File: src/rtl/xpt_pkg.sv
package xpt_pkg;
   typedef enum logic {
      LOAD_PAR = 1'b0,
      LOAD_SER = 1'b1
   } load_mode_e;
endpackage

File: src/rtl/xpt_sync.sv
module xpt_sync #(
   parameter int   STAGES  = 2,
   parameter logic RST_VAL = 1'b0
) (
   input  logic clk,
   input  logic rst_n,
   input  logic d_i,
   output logic q_o
);
   if (STAGES < 2) begin : g_bad
      $error("xpt_sync: STAGES must be at least 2");
   end

   logic [STAGES-1:0] chain_q;

   always_ff @(posedge clk or negedge rst_n) begin
      if (!rst_n) chain_q <= {STAGES{RST_VAL}};
      else        chain_q <= {chain_q[STAGES-2:0], d_i};
   end

   assign q_o = chain_q[STAGES-1];


   sync_delay_chk: assert property (@(posedge clk) disable iff (!rst_n)
      $past(chain_q[STAGES-2]) == chain_q[STAGES-1] || !$past(rst_n));
endmodule

File: src/rtl/xpt_stage.sv
module xpt_stage
   import xpt_pkg::*;
#(
   parameter int N_OUT  = 16,
   parameter int WORD_W = 5,
   parameter int ADDR_W = 4,
   localparam int TOT   = N_OUT * WORD_W
) (
   input  logic              clk,
   input  logic              rst_n,
   input  logic              ld_evt_i,
   input  load_mode_e        mode_i,
   input  logic              sdata_i,
   input  logic [ADDR_W-1:0] paddr_i,
   input  logic [WORD_W-1:0] pdata_i,
   output logic [TOT-1:0]    stage_o,
   output logic              sdata_o
);
   if (TOT < 2) begin : g_bad
      $error("xpt_stage: staging register too short");
   end

   logic [TOT-1:0] stage_q;

   always_ff @(posedge clk or negedge rst_n) begin
      if (!rst_n) begin
         stage_q <= '0;
      end else if (ld_evt_i) begin
         if (mode_i == LOAD_SER) begin
            stage_q <= {stage_q[TOT-2:0], sdata_i};
         end else if (int'(paddr_i) < N_OUT) begin
            stage_q[int'(paddr_i)*WORD_W +: WORD_W] <= pdata_i;
         end
      end
   end

   assign stage_o = stage_q;
   assign sdata_o = stage_q[TOT-1];


   idle_hold_chk: assert property (@(posedge clk) disable iff (!rst_n)
      !ld_evt_i |=> $stable(stage_q));


   shift_in_chk: assert property (@(posedge clk) disable iff (!rst_n)
      (ld_evt_i && mode_i == LOAD_SER) |=>
         (stage_q[0] == $past(sdata_i) && stage_q[TOT-1:1] == $past(stage_q[TOT-2:0])));

   for (genvar g = 0; g < N_OUT; g++) begin : g_slice

      other_slice_chk: assert property (@(posedge clk) disable iff (!rst_n)
         (ld_evt_i && mode_i == LOAD_PAR && int'(paddr_i) != g) |=>
            $stable(stage_q[g*WORD_W +: WORD_W]));

      addr_slice_chk: assert property (@(posedge clk) disable iff (!rst_n)
         (ld_evt_i && mode_i == LOAD_PAR && int'(paddr_i) == g) |=>
            stage_q[g*WORD_W +: WORD_W] == $past(pdata_i));
   end
endmodule

File: src/rtl/xpt_live.sv
module xpt_live #(
   parameter int TOT = 80
) (
   input  logic           clk,
   input  logic           rst_n,
   input  logic           hold_i,
   input  logic [TOT-1:0] stage_i,
   output logic [TOT-1:0] live_o
);
   logic [TOT-1:0] live_q;

   always_ff @(posedge clk or negedge rst_n) begin
      if (!rst_n)       live_q <= '0;
      else if (!hold_i) live_q <= stage_i;
   end

   assign live_o = live_q;


   live_hold_chk: assert property (@(posedge clk) disable iff (!rst_n)
      hold_i |=> $stable(live_q));


   live_follow_chk: assert property (@(posedge clk) disable iff (!rst_n)
      !hold_i |=> live_q == $past(stage_i));
endmodule

File: src/rtl/xpt_decode.sv
module xpt_decode #(
   parameter int N_OUT = 16,
   parameter int N_IN  = 16,
   parameter int SEL_W = 4,
   localparam int WORD_W = SEL_W + 1,
   localparam int TOT    = N_OUT * WORD_W
) (
   input  logic               clk,
   input  logic               rst_n,
   input  logic [TOT-1:0]     live_i,
   output logic [N_OUT*N_IN-1:0] xpt_o,
   output logic [N_OUT-1:0]   oen_o
);
   for (genvar o = 0; o < N_OUT; o++) begin : g_out
      logic             en;
      logic [SEL_W-1:0] sel;
      assign en       = live_i[o*WORD_W + SEL_W];
      assign sel      = live_i[o*WORD_W +: SEL_W];
      assign oen_o[o] = en;

      for (genvar i = 0; i < N_IN; i++) begin : g_in
         assign xpt_o[o*N_IN + i] = en && (int'(sel) == i);
      end


      off_row_chk: assert property (@(posedge clk) disable iff (!rst_n)
         !oen_o[o] |-> xpt_o[o*N_IN +: N_IN] == '0);

      on_row_chk: assert property (@(posedge clk) disable iff (!rst_n)
         (oen_o[o] && int'(live_i[o*WORD_W +: SEL_W]) < N_IN) |->
            $countones(xpt_o[o*N_IN +: N_IN]) == 1);

      row_onehot_chk: assert property (@(posedge clk) disable iff (!rst_n)
         $onehot0(xpt_o[o*N_IN +: N_IN]));
   end
endmodule

File: src/rtl/xpt_route_ctrl.sv
module xpt_route_ctrl
   import xpt_pkg::*;
#(
   parameter int N_OUT       = 16,
   parameter int N_IN        = 16,
   parameter int SYNC_STAGES = 2,
   localparam int SEL_W  = $clog2(N_IN),
   localparam int WORD_W = SEL_W + 1,
   localparam int ADDR_W = $clog2(N_OUT),
   localparam int TOT    = N_OUT * WORD_W
) (
   input  logic                     clk,
   input  logic                     rst_n,
   input  logic                     ser_mode_i,
   input  logic                     ce_i,
   input  logic                     strobe_i,
   input  logic                     upd_i,
   input  logic                     sdata_i,
   input  logic [ADDR_W-1:0]        paddr_i,
   input  logic [WORD_W-1:0]        pdata_i,
   output logic                     sdata_o,
   output logic [N_OUT*N_IN-1:0]    xpt_en_o,
   output logic [N_OUT-1:0]         out_en_o
);
   if (N_OUT < 2 || N_IN < 2) begin : g_bad_dims
      $error("xpt_route_ctrl: N_OUT and N_IN must be at least 2");
   end
   if (SYNC_STAGES < 2) begin : g_bad_sync
      $error("xpt_route_ctrl: SYNC_STAGES must be at least 2");
   end

   logic           strb_s, strb_d, upd_s, ld_evt;
   logic [TOT-1:0] stage, live;

   xpt_sync #(.STAGES(SYNC_STAGES), .RST_VAL(1'b0)) u_sync_strb (
      .clk(clk), .rst_n(rst_n), .d_i(strobe_i), .q_o(strb_s));

   xpt_sync #(.STAGES(SYNC_STAGES), .RST_VAL(1'b1)) u_sync_upd (
      .clk(clk), .rst_n(rst_n), .d_i(upd_i), .q_o(upd_s));

   always_ff @(posedge clk or negedge rst_n) begin
      if (!rst_n) strb_d <= 1'b0;
      else        strb_d <= strb_s;
   end

   assign ld_evt = strb_d && !strb_s && ce_i;

   xpt_stage #(.N_OUT(N_OUT), .WORD_W(WORD_W), .ADDR_W(ADDR_W)) u_stage (
      .clk(clk), .rst_n(rst_n), .ld_evt_i(ld_evt),
      .mode_i(load_mode_e'(ser_mode_i)), .sdata_i(sdata_i),
      .paddr_i(paddr_i), .pdata_i(pdata_i),
      .stage_o(stage), .sdata_o(sdata_o));

   xpt_live #(.TOT(TOT)) u_live (
      .clk(clk), .rst_n(rst_n), .hold_i(upd_s),
      .stage_i(stage), .live_o(live));

   xpt_decode #(.N_OUT(N_OUT), .N_IN(N_IN), .SEL_W(SEL_W)) u_decode (
      .clk(clk), .rst_n(rst_n), .live_i(live),
      .xpt_o(xpt_en_o), .oen_o(out_en_o));


   reset_off_chk: assert property (@(posedge clk) disable iff (!rst_n)
      !$past(rst_n) |-> (out_en_o == '0 && xpt_en_o == '0 && !sdata_o));


   chain_out_chk: assert property (@(posedge clk) disable iff (!rst_n)
      !ld_evt |=> $stable(sdata_o));


   ce_block_chk: assert property (@(posedge clk) disable iff (!rst_n)
      !ce_i |-> !ld_evt);
endmodule

File: config.mk
export PLATFORM = sky130hd
export DESIGN_NAME = xpt_route_ctrl
export DESIGN_NICKNAME = d
export VERILOG_FILES = /design/src/rtl/xpt_pkg.sv /design/src/rtl/xpt_sync.sv /design/src/rtl/xpt_stage.sv /design/src/rtl/xpt_live.sv /design/src/rtl/xpt_decode.sv /design/src/rtl/xpt_route_ctrl.sv
export SDC_FILE = /design/constraint.sdc
export NUM_CORES = 1
export LEC_CHECK = 0
export BUFFER_PORTS_ARGS = -buffer_cell sky130_fd_sc_hd__buf_2
export CAP_MARGIN = 20
export CORE_ASPECT_RATIO = 0.8
export CORE_UTILIZATION = 47
export CTS_CLUSTER_SIZE = 14
export DETAILED_ROUTE_END_ITERATION = 10
export MAX_ROUTING_LAYER = met4
export PLACE_DENSITY_LB_ADDON = 0.3
export SYNTH_ARGS = -nofsm -noshare
export SYNTH_HDL_FRONTEND = slang
export SYNTH_SLANG_ARGS = --single-unit
export TNS_END_PERCENT = 20
File: constraint.sdc
create_clock -name clk -period 1.8 [get_ports clk]
set_input_delay 0.36 -clock clk [delete_from_list [all_inputs] [get_ports clk]]
set_output_delay 0.36 -clock clk [all_outputs]
set_load 0.02 [all_outputs]
# After elaboration in Yosys (flattened, before gate mapping)
# Index checks and enable logic that the tools add are counted.
# totals
in_bits	16
regBits	165
output_inout_bits	273
# op_classes
eq_ne	240
addsub	1
shifts	2
multipliers	1
n_reduce_logical	275
muxes	2
# op_table
op	n
$eq 4x4->1 const B	128
$logic_and 1x1->1	258
$eq 4x3->1 const B	64
$eq 4x2->1 const B	32
$bwmux 80	1
$mux 80	1
$shift 5x33->80 const A	1
$shiftx 5x33->80	1
$eq 4x1->1 const B	16
$logic_not 4->1	16
$neg 32->33	1
$mul 4x3->7 const B	1
$logic_not 1->1	1

# Logic depth before layout (Yosys ltp)
# Gate-level depths: netlist of run 1.
# logic_depth
word_depth	5
ltp_mapped	8

# Modules after synthesis
# Synthesis of run 1 repeated with hierarchy kept, for this count alone.
# unflattened
cells_unflattened	1029
hier_area_um2	10137.2
# by_module_without_submodules
module	area_each_um2	n_inst	cells_each
xpt_stage	4624.4	1	470
xpt_live	3374.5	1	169
xpt_decode	2001.9	1	384
xpt_sync at u_sync_upd	52.6	1	2
xpt_sync at u_sync_strb	50.0	1	2
xpt_route_ctrl	33.8	1	2

# Worst setup path before layout of run 1
# Ideal clock, no wire load.
# synth_path
path_kind	input to register
startpoint	in paddr_i[1]
endpoint	reg u_stage.stage_q[71], in the netlist u_stage.stage_o[71]
path_buffers	1
slack_ns	-0.121
t_required_ns	1.674
stages	7
setup_ns	0.126
t_arrival_ns	1.795
path_cell_list	inv_1 -> ha_1 -> or3b_4 -> and4_4 -> buf_6 -> and3_4 -> a221o_1
# synth_between
elab_chain_cells	5
# synth_lines
item	line_no	rtl
start: declaration	xpt_route_ctrl.sv:19	input logic [ADDR_W-1:0] paddr_i,
$mul 4x3->7 *	xpt_stage.sv:32	stage_q[int'(paddr_i)*WORD_W +: WORD_W] <= pdata_i;
$neg 32->33 *	xpt_stage.sv:32	
$shiftx 5x33->80 or $shift 5x33->80 (tied branches)	xpt_stage.sv:32	
$bwmux 80 *	xpt_stage.sv:32	
$mux 80 *	xpt_stage.sv:29	if (mode_i == LOAD_SER) begin
end signal: assignment	xpt_stage.sv:30	stage_q <= {stage_q[TOT-2:0], sdata_i};
end signal: indexed assignment	xpt_stage.sv:32	
end: declaration	xpt_stage.sv:23	logic [TOT-1:0] stage_q;
# Mark *: on every way between the ends. The rest lies on a longest branch, timed or not.
# A chain may end at the register's enable or synchronous reset.

# Worst setup path after layout of run 1
# layout_path
startpoint	reg u_live.live_q[48], in the netlist u_live.live_o[48]
endpoint	out xpt_en_o[146]
# layout_between
elab_chain_cells	2
# layout_lines
item	line_no	rtl
start: declaration	xpt_live.sv:10	logic [TOT-1:0] live_q;
start signal: assignment	xpt_live.sv:14	else if (!hold_i) live_q <= stage_i;
$eq 4x3->1	xpt_decode.sv:22	assign xpt_o[o*N_IN + i] = en && (int'(sel) == i);
$logic_and 1x1->1	xpt_decode.sv:22	
end: declaration	xpt_route_ctrl.sv:22	output logic [N_OUT*N_IN-1:0] xpt_en_o,
# No other way between the ends.

==> results of run 1 <==
==> worst reg2reg max path: stages (launching register included) <==
cell and delay (ns):
dfrtp_1 0.41, nand4bb_4 0.24, nor4_4 0.40, buf_4 0.19, o21ai_4 0.06, nand2_4 0.13, mux2_4 0.31
==> worst max path at each step <==
stage | slack (ns) | depth (start not counted) | start | end
2_1_floorplan | 0.005 | 7 | paddr_i[0] | u_stage.stage_o[30]
3_3_place_gp | -0.25 | 7 | paddr_i[0] | u_stage.stage_o[15]
3_5_place_dp | -0.28 | 7 | paddr_i[0] | u_stage.stage_o[17]
4_1_cts | -0.17 | 3 | u_live.live_o[62] | xpt_en_o[192]
5_1_grt | -0.22 | 4 | u_live.live_o[17] | xpt_en_o[56]
6_report | -0.17 | 3 | u_live.live_o[48] | xpt_en_o[146]
==> power by group through the flow <==
stage	Sequential [W]	Combinational [W]	Clock, W
2_1_floorplan	0.00519	0.00240	0
6_report	0.00556	0.00435	0.00376
4_1_cts	0.00536	0.00390	0.00379
3_5_place_dp	0.00546	0.00327	0
3_3_place_gp	0.00543	0.00319	0
5_1_grt	0.00568	0.00471	0.00398
==> cell families after synthesis <==
family	count (synthesis)	share of synthesized area [%]
DFF	165	45.6
buffers and inverters	75	4.09
adders and majority gates	4	0.553
muxes	92	11.4
and+or+nand+nor	530	27.7
xor gates and xnor gates	1	0.0967
AOI/OAI and AO/OA	145	10.5
==> final cells by class <==
cell class	count	area, um2	area share [%]
Clock inverter	14	179	1.32
Timing Repair Buffer	413	3080	22.7
Sequential cell	165	4180	30.8
Tap cell	258	323	2.38
Multi-Input combinational cell	772	5290	39.0
Clock buffer	18	429	3.17
Inverter	20	77.6	0.573
==> synthesized netlist by cell type, types with 10 or more instances <==
cell type	n	area share (%)
nor2_1	222	9.2
dfrtp_1	163	45
nand2_1	116	4.8
mux2_2	90	11
nor3_1	67	3.7
nand3b_1	34	2.8
nand2b_1	33	2.3
a22oi_1	30	2.5
o21ai_0	30	1.7
a21oi_1	28	1.5
clkbuf_1	26	1.1
inv_1	20	0.83
nand3_1	17	0.94
buf_4	16	1.3
or3b_2	16	1.5
o22ai_1	12	0.83
o221ai_1	10	0.97
==> cell usage in the layout, fill, tap and decap left out, types with 6 or more instances in the layout <==
| cell | count |
|---|---|
| a21oi_1 | 28 |
| nand2b_4 | 17 |
| buf_2 | 105 |
| nand3_1 | 6 |
| dfrtp_1 | 131 |
| dfrtp_2 | 32 |
| o221ai_1 | 10 |
| nor3_1 | 26 |
| nor2_4 | 17 |
| inv_1 | 18 |
| nand3_2 | 10 |
| a22oi_1 | 30 |
| nor3_2 | 37 |
| a22o_1 | 7 |
| o21ai_0 | 28 |
| buf_6 | 47 |
| nand2b_1 | 14 |
| and3_1 | 6 |
| buf_4 | 255 |
| clkinvlp_4 | 6 |
| nor2_2 | 6 |
| or3b_4 | 17 |
| o22ai_1 | 12 |
| nand2_1 | 111 |
| nor2_1 | 199 |
| clkbuf_16 | 17 |
| nand3b_1 | 34 |
| mux2_2 | 85 |
==> routing by layer <==
| metal | up-vias | GRT usage (%) | routed length, um |
|---|---|---|---|
| met1 | 4444 | 36.6 | 12500 |
| li1 | 4295 | - | - |
| met4 | 0 | 6.97 | 367 |
| met3 | 34 | 4.92 | 1620 |
| met5 | - | - | 0 |
| met2 | 344 | 42.8 | 13300 |
==> through the flow <==
step / total power [W] / util [%]
CTS: 0.0131 / 67.2
global placement: 0.00862 / 59.2
detailed placement: 0.00873 / 59.2
floorplan: 0.00758 / -
finish: 0.0137 / 71.6
global route: 0.0144 / 71.6
==> registers in the layout (all words and copies together), names as in the netlist <==
name	count
u_live.live_o	80
strb_d	1
u_sync_upd.chain_q	2
u_sync_strb.chain_q	2
u_stage.stage_o	80
==> repair_timing <==
action                     CTS  global route
hold endpoints to repair    46             0
buffers inserted            41             6
pin swaps                   51            32
hold buffers                 1             0
gates resized for setup    206           217
setup endpoints to repair  122           287
==> run summary, run 1 <==
minimum clock period -> 1.97 ns
root buffer cell -> clkbuf_16
WS Path Type -> reg2out
sw frac -> 35.7%
clock network power share -> 27.5%
CP max stage cell -> or3b_4
CTS tree -> built
clock latency on the worst-skew pair -> 0.43 ns
WL final -> 27.7 mm
worst-path cell chain -> or3b_4 -> nor2_1 -> buf_4
Final Hold Vio Count -> 0
maximum vdd ir drop -> 620 uV
failing checks -> negative setup slack
fraction of registers with async set/reset -> 100%
clk slew on worst S/H paths -> 0.06 ns
Mapped Nets -> 1032
# fillers -> 1423
worst hold stages -> 1
DIE AREA -> 19800 um2
synth warn -> 0
skew final -> 0.00742 ns
PortBufs -> 288
max_cap viols -> 0
f_max -> 507 MHz
Die Y -> 126 um
R2R setup slack -> -0.05 ns
dpl hpwl -> 17.9 mm
placed cell area -> 11200 um2
DRT iter0 DRCs -> 596
Synth cell types -> 50
number of global-route vias before repair -> 8210
RSZ-0062 raised after global routing -> yes
Worst Slack Setup Final -> -0.174 ns
remaining antenna violation count -> 0
Die X -> 157 um
Placed Cells -> 1580
Tot GR Track Use -> 27.3%
antenna violations before repair -> 0
first-pass GRT wire length -> 41.7 mm
synthesis-stage register bit count -> 165
hold wc startpoint -> strobe_i
clk buf depth -> 2
global route overflow -> 0
R2R Path End -> u_stage.stage_o[17]
Initial Util -> 47.9%
largest net degree at the start of global routing -> 61
Synth Flop Type -> dfrtp_1
clock sinks -> 165
Setup violations, final -> 173
Vias/cell -> 5.49
cell count after synthesis -> 1012
Slew Limit Fails -> 0
period utilization -> 110%
TritonCTS Buffers -> 17
NetSw -> 0.00488 W
leakage power -> 6.39 nW
share of layout cells above drive strength 1 -> 50.0%
worst rel slew slack -> 58.9%
actual slew at the worst max-slew pin -> 0.612 ns
hold crit path type -> in2reg
register area share after synthesis -> 45.6%
drt first pass iters -> 5
Critical Path RT -> 1.44 ns
RR Startpoint -> u_sync_strb.chain_q[1]
element type at the critical path start -> flip-flop
Post-synth EDFFs -> 0
maximum fanout along the worst path -> 4
register share of total power -> 40.7%
kind of cell adding the most delay to the critical path -> simple AND/OR/NAND/NOR gates
vias post-DR -> 9117
I/O pin total -> 289
Area Growth Syn to Fin -> 49.6%
Rows -> 45
WHS Endpoint -> u_sync_strb.chain_q[0]
Avg Cell Area, Syn -> 8.95 um2
H-tree Lvls -> 4
Total Nets Final -> 1409
Internal Power -> 0.00880 W
CP endpoint kind -> primary output
Ant. Diodes -> 0
pwr/cell area -> 1010 nW/um2
post-route cell area -> 13500 um2
DR DRC count -> 0
R2R cell count -> 6
Syn Std Cell Area -> 9060 um2
CP bufs+invs -> 1
Max stage delay on crit path -> 0.45 ns
Hold WS -> 0.0309 ns
routability cong. -> 0.924
Fin Setup TNS -> -11.67 ns
run status -> finished, violations left
Combinational Power Share -> 31.8%
DP Worst Slack -> -0.284 ns
core area -> 18900 um2
drt wl/cell -> 16.7 um
Non-Filler Instances -> 1660
Arr. time, crit path -> 1.61 ns
(Power assumes the default switching activity.)
==> run 2: changes to the inputs <==
--- a/config.mk
+++ b/config.mk
@@ -8,12 +8,13 @@
 export BUFFER_PORTS_ARGS = -buffer_cell sky130_fd_sc_hd__buf_2
 export CAP_MARGIN = 20
 export CORE_ASPECT_RATIO = 0.8
-export CORE_UTILIZATION = 47
+export CORE_UTILIZATION = 48
 export CTS_CLUSTER_SIZE = 14
 export DETAILED_ROUTE_END_ITERATION = 10
 export MAX_ROUTING_LAYER = met4
 export PLACE_DENSITY_LB_ADDON = 0.3
 export SYNTH_ARGS = -nofsm -noshare
 export SYNTH_HDL_FRONTEND = slang
+export SYNTH_HIERARCHICAL = 1
 export SYNTH_SLANG_ARGS = --single-unit
 export TNS_END_PERCENT = 20
==> constraint.sdc (replaced) <==
create_clock -name clk -period 1.8 [get_ports clk]
set_input_delay 0.45 -clock clk [delete_from_list [all_inputs] [get_ports clk]]
set_output_delay 0.45 -clock clk [all_outputs]
set_load 0.02 [all_outputs]
==> run 2 against run 1 <==
  * The flow still finishes with violations (negative setup slack)
  * Total power fell by 6.3%
  * Synthesized cell count rose by 1.7%
  * Clock power fell by 8.5%
  * Die area rose by 9.4%
  * Worst hold slack got worse by 0.026 ns
  * Highest routed layer unchanged
  * Critical endpoint is now xpt_en_o[48]
  * Sequential share of layout area fell by 2.3 points
  * Final cell count rose by 1.5%
==> run summary, run 2 <==
Arr. time, crit path -> 1.60 ns
Avg Cell Area, Syn -> 9.85 um2
max_cap viols -> 0
leakage power -> 7.03 nW
Tot GR Track Use -> 26.9%
DP Worst Slack -> -0.341 ns
Synth cell types -> 57
fin util -> 70.7%
mux contribution to synthesized area -> 17.8%
DR DRC count -> 0
Die Y -> 132 um
XOR/XNOR Fraction of Synth Area -> 0%
R2R Path End -> u_stage/stage_o[62]
simple-gate portion of the synthesized area -> 25.4%
Total Nets Final -> 1424
area leader, netlist -> dfrtp_1
M2 GR Usage -> 41.6%
core area -> 20700 um2
GR Layer Usage met3 -> 4.50%
run status -> finished, violations left
Non-Filler Instances -> 1685
CTS tree -> built
largest net degree at the start of global routing -> 53
Ant. Diodes -> 0
post-route cell area -> 14600 um2
Final Hold Vio Count -> 0
placed cell area -> 12200 um2
commonest non-fill, non-tap cell in the layout -> buf_4
skew final -> 0.00731 ns
element type at the critical path start -> flip-flop
Max stage delay on crit path -> 0.48 ns
Vias/cell -> 5.64
R2R cell count -> 6
Die X -> 164 um
count leader, synth -> nor2_1
WL final -> 30.0 mm
Synth Flop Type -> dfrtp_1
failing checks -> negative setup slack
routability cong. -> 0.922
I/O pin total -> 289
adder-cell share of the synthesized area -> 0.494%
H-tree Lvls -> 4
# fillers -> 1474
global route overflow -> 0
RR Startpoint -> u_sync_strb/chain_q[1]
cell count after synthesis -> 1029
PortBufs -> 288
clk slew on worst S/H paths -> 0.06 ns
actual slew at the worst max-slew pin -> 0.568 ns
number of global-route vias before repair -> 8689
grt peak-use layer -> met2
dpl hpwl -> 19.5 mm
Placed Cells -> 1598
top cells by area, synth -> dfrtp_1 40%, mux2_4 12%, nor2_1 7.2%
pwr/cell area -> 876 nW/um2
Setup violations, final -> 235
R2R setup slack -> -0.05 ns
Critical Path RT -> 1.35 ns
register area share after synthesis -> 40.8%
Post-synth EDFFs -> 0
Mapped Nets -> 1049
drt wl/cell -> 17.8 um
maximum vdd ir drop -> 740 uV
worst-path cell chain -> or3b_4 -> nor3_2 -> buf_4
DIE AREA -> 21700 um2
Initial Util -> 49.0%
clock sinks -> 165
minimum clock period -> 2.05 ns
drt first pass iters -> 9
synth cell count leaders -> 195 x nor2_1, 163 x dfrtp_1, 80 x mux2_4
DRT iter0 DRCs -> 725
met1 Use GR -> 37.3%
WS Path Type -> reg2out
first-pass GRT wire length -> 45.1 mm
main combinational cell family by area after synthesis -> simple AND/OR/NAND/NOR gates
maximum fanout along the worst path -> 4
fraction of registers with async set/reset -> 100%
Worst Slack Setup Final -> -0.248 ns
CP endpoint kind -> primary output
TritonCTS Buffers -> 17
Rows -> 47
clock latency on the worst-skew pair -> 0.43 ns
root buffer cell -> clkbuf_16
worst rel slew slack -> 62.2%
remaining antenna violation count -> 0
antenna violations before repair -> 0
synthesis-stage register bit count -> 165
CP max stage cell -> or3b_4
most frequent cells in the layout -> 287 x buf_4, 158 x nor2_1, 130 x dfrtp_1
f_max -> 488 MHz
Slew Limit Fails -> 0
CTS Hold Buffers Added -> 0
period utilization -> 114%
clk buf depth -> 2
share of layout cells above drive strength 1 -> 54.3%
kind of cell adding the most delay to the critical path -> simple AND/OR/NAND/NOR gates
post-synthesis compound-gate area fraction -> 9.90%
Area Growth Syn to Fin -> 44.4%
post-synth top area share -> 40.2%
synth warn -> 6
hold crit path type -> in2async
RSZ-0062 raised after global routing -> yes
vias post-DR -> 9500
CP bufs+invs -> 1
Syn Std Cell Area -> 10100 um2
## run 2: stage by stage
step                hold slack [ns]  total power (W)  setup TNS [ns]
finish                      0.00520           0.0128          -26.55
global route                 0.0359           0.0134          -43.43
CTS                         0.00801           0.0122          -25.24
detailed placement            0.338          0.00831          -22.18
global placement              0.335          0.00822          -20.51
floorplan                     0.154          0.00733           -5.15
## run 2: power breakdown
group | switching (W) | internal [W]
Sequential | 0.000972 | 0.00438
Clock | 0.00144 | 0.00199
Combinational | 0.00196 | 0.00207
Total | 0.00438 | 0.00844
## run 2: final cells by class
| type | instances | area, um2 | area share [%] |
|---|---|---|---|
| multi-input combinational | 769 | 6140 | 41.9 |
| sequential | 165 | 4180 | 28.5 |
| timing repair buffer | 421 | 3310 | 22.6 |
| clock buffer | 22 | 474 | 3.24 |
| tap | 269 | 337 | 2.30 |
| inverter | 30 | 116 | 0.795 |
| clock inverter | 9 | 78.8 | 0.539 |
## run 2: worst register-to-register path, stage by stage, from the launching register on
cell	delay (ns)
dfrtp_1	0.37
and3b_2	0.32
or3b_4	0.42
a2111oi_4	0.23
buf_4	0.20
nor3_1	0.05
a31oi_1	0.16
## run 2: how the worst max path moves through the flow
| stage | start | to | slack (ns) | depth (start not counted) |
|---|---|---|---|---|
| 2_1_floorplan | paddr_i[0] | u_stage/stage_o[20] | -0.11 | 8 |
| 4_1_cts | u_live/live_o[42] | xpt_en_o[128] | -0.23 | 3 |
| 3_5_place_dp | paddr_i[1] | u_stage/stage_o[46] | -0.34 | 9 |
| 3_3_place_gp | paddr_i[1] | u_stage/stage_o[21] | -0.32 | 8 |
| 6_report | u_live/live_o[18] | xpt_en_o[48] | -0.25 | 3 |
| 5_1_grt | u_live/live_o[4] | xpt_en_o[0] | -0.31 | 3 |
## run 2: logic make-up after synthesis
kind of cell / Yosys count
fa+ha+maj: 4
compound gates: 128
mux: 135
flops: 165
buf+inv: 95
simple gates: 502
## run 2: repair_timing
item / CTS / global route
pin swaps: 58 / 25
gates resized for setup: 235 / 215
setup endpoints to repair: 279 / 281
buffers inserted: 46 / 10
## run 2: layer usage
layer  routed length, um  share of wire [%]
met2               14500                 48
met3                1900                6.3
met1               13300                 44
met5                   0                  0
met4                 295               0.98
==> run 3: changes to the inputs <==
--- a/config.mk
+++ b/config.mk
@@ -8,7 +8,7 @@
 export BUFFER_PORTS_ARGS = -buffer_cell sky130_fd_sc_hd__buf_2
 export CAP_MARGIN = 20
 export CORE_ASPECT_RATIO = 0.8
-export CORE_UTILIZATION = 48
+export CORE_UTILIZATION = 40
 export CTS_CLUSTER_SIZE = 14
 export DETAILED_ROUTE_END_ITERATION = 10
 export MAX_ROUTING_LAYER = met4
==> constraint.sdc (replaced) <==
create_clock -name clk -period 2.5 [get_ports clk]
set_input_delay 0.625 -clock clk [delete_from_list [all_inputs] [get_ports clk]]
set_output_delay 0.625 -clock clk [all_outputs]
set_load 0.02 [all_outputs]
==> run 3 against run 2 <==
  * The run now ends clean
  * Sequential power decreased by 29%
  * Cell area shrank 15%
  * Clock-buffer cell count fell by 3
  * Via count down 8.8%
  * Clock power down 25%
  * Clock skew down 0.00072 ns
  * Routed wire length is 12% lower
  * Final cell count down 2.7%
  * Critical path type unchanged
  * First-iteration DRC count is 10% lower
  * Register-to-register slack better by 0.52 ns
  * Core utilization is 20 points lower
  * Highest routed layer unchanged
==> run summary, run 3 (synthesized netlist as in run 2, its figures left out) <==
most frequent cells in the layout -> 287 x buf_2, 195 x nor2_1, 163 x dfrtp_1
Setup violations, final -> 0
I/O pin total -> 289
maximum vdd ir drop -> 444 uV
clk slew on worst S/H paths -> 0.06 ns
pwr/cell area -> 678 nW/um2
H-tree Lvls -> 4
skew final -> 0.00659 ns
TritonCTS Buffers -> 17
root buffer cell -> clkbuf_16
Placed Cells -> 1609
Resized Gates After CTS -> 0
Non-Filler Instances -> 1640
leakage power -> 6.36 nW
global route overflow -> 0
antenna violations before repair -> 2
Slew Limit Fails -> 0
Setup Fix Bufs, Post-CTS -> 0
Hold WS -> 0.0810 ns
max_cap viols -> 0
remaining antenna violation count -> 0
number of global-route vias before repair -> 7635
placed cell area -> 11900 um2
post-route cell area -> 12500 um2
vias post-DR -> 8668
CP bufs+invs -> 1
Worst Slack Setup Final -> 0.263 ns
largest net degree at the start of global routing -> 60
commonest non-fill, non-tap cell in the layout -> buf_2
actual slew at the worst max-slew pin -> 0.497 ns
Vias/cell -> 5.29
PortBufs -> 288
minimum clock period -> 2.24 ns
DR DRC count -> 0
routability cong. -> 0.921
Crit path depth -> 3
Fin Setup TNS -> 0 ns
run status -> finished clean
DP Worst Slack -> 0.0625 ns
Rows -> 51
R2R cell count -> 7
maximum fanout along the worst path -> 5
RSZ-0062 raised after global routing -> no
DIE AREA -> 26000 um2
Arr. time, crit path -> 1.61 ns
Final Hold Vio Count -> 0
Area Growth Syn to Fin -> 23.2%
kind of cell adding the most delay to the critical path -> simple AND/OR/NAND/NOR gates
dpl hpwl -> 19.3 mm
period utilization -> 89.5%
clock sinks -> 165
hold crit path type -> in2async
WS Path Type -> reg2out
worst-path cell chain -> or3b_4 -> nor3_2 -> buf_2
Die Y -> 144 um
Total Nets Final -> 1330
Max stage delay on crit path -> 0.45 ns
WL final -> 26.2 mm
CP endpoint kind -> primary output
Initial Util -> 41.2%
CTS tree -> built
DRT iter0 DRCs -> 650
drt first pass iters -> 5
share of layout cells above drive strength 1 -> 39.0%
Critical Path RT -> 1.88 ns
first-pass GRT wire length -> 41.7 mm
drt wl/cell -> 16.0 um
clock latency on the worst-skew pair -> 0.42 ns
element type at the critical path start -> flip-flop
clk buf depth -> 2
Tot GR Track Use -> 20.7%
f_max -> 447 MHz
CTS Hold Buffers Added -> 0
Die X -> 180 um
CP max stage cell -> or3b_4
core area -> 24600 um2
worst rel slew slack -> 66.8%
run 3: cell count changes in the layout (fill, tap and decap cells not counted), sizes merged:
cell      change
buf          -94
bufinv        +2
clkbuf        -3
clkinv        -3
clkinvlp      +2
diode         +2
run 3: worst paths after layout:
check | startpoint | slack, ns | to
max | u_live/live_o[3] | 0.26 | xpt_en_o[0]
min | rst_n | 0.08 | u_live/live_o[58]
max reg2reg | u_sync_strb/chain_q[1] | 0.47 | u_stage/stage_o[19]
min reg2reg | u_sync_strb/chain_q[0] | 0.35 | u_sync_strb/chain_q[1]
max in group asynchronous | rst_n | 1.79 | u_sync_upd/chain_q[0]
min in group clk | upd_i | 0.30 | u_sync_upd/chain_q[0]
run 3: power breakdown:
part           leakage, nW  total [W]  switching [W]  internal [W]
clock                0.273    0.00259        0.00102       0.00157
sequential            2.03    0.00379       0.000659       0.00313
combinational         4.06    0.00208        0.00111      0.000976
total                 6.36    0.00847        0.00279       0.00568
run 3: cell type report:
type	count	area [um2]
sequential	165	4140
fill	2293	12100
multi-input combinational	769	5430
antenna	2	5.00
timing repair buffer	327	1830
clock inverter	10	135
tap	318	398
clock buffer	19	443
inverter	30	113
run 3: metrics by stage:
| stage | utilization, % | total power, W |
|---|---|---|
| floorplan | - | 0.00526 |
| global placement | 48.3 | 0.00585 |
| detailed placement | 48.3 | 0.00591 |
| CTS | 50.7 | 0.00852 |
| global route | 50.7 | 0.00893 |
| finish | 50.7 | 0.00847 |
run 3: metal layers:
layer	vias up	routed length, um	global-route usage, %	share of wire, %
li1	4227	-	-	-
met1	4128	13300	30.2	51
met2	300	11200	30.1	43
met3	13	1570	3.88	6.0
met4	0	138	3.13	0.53
met5	-	0	-	0
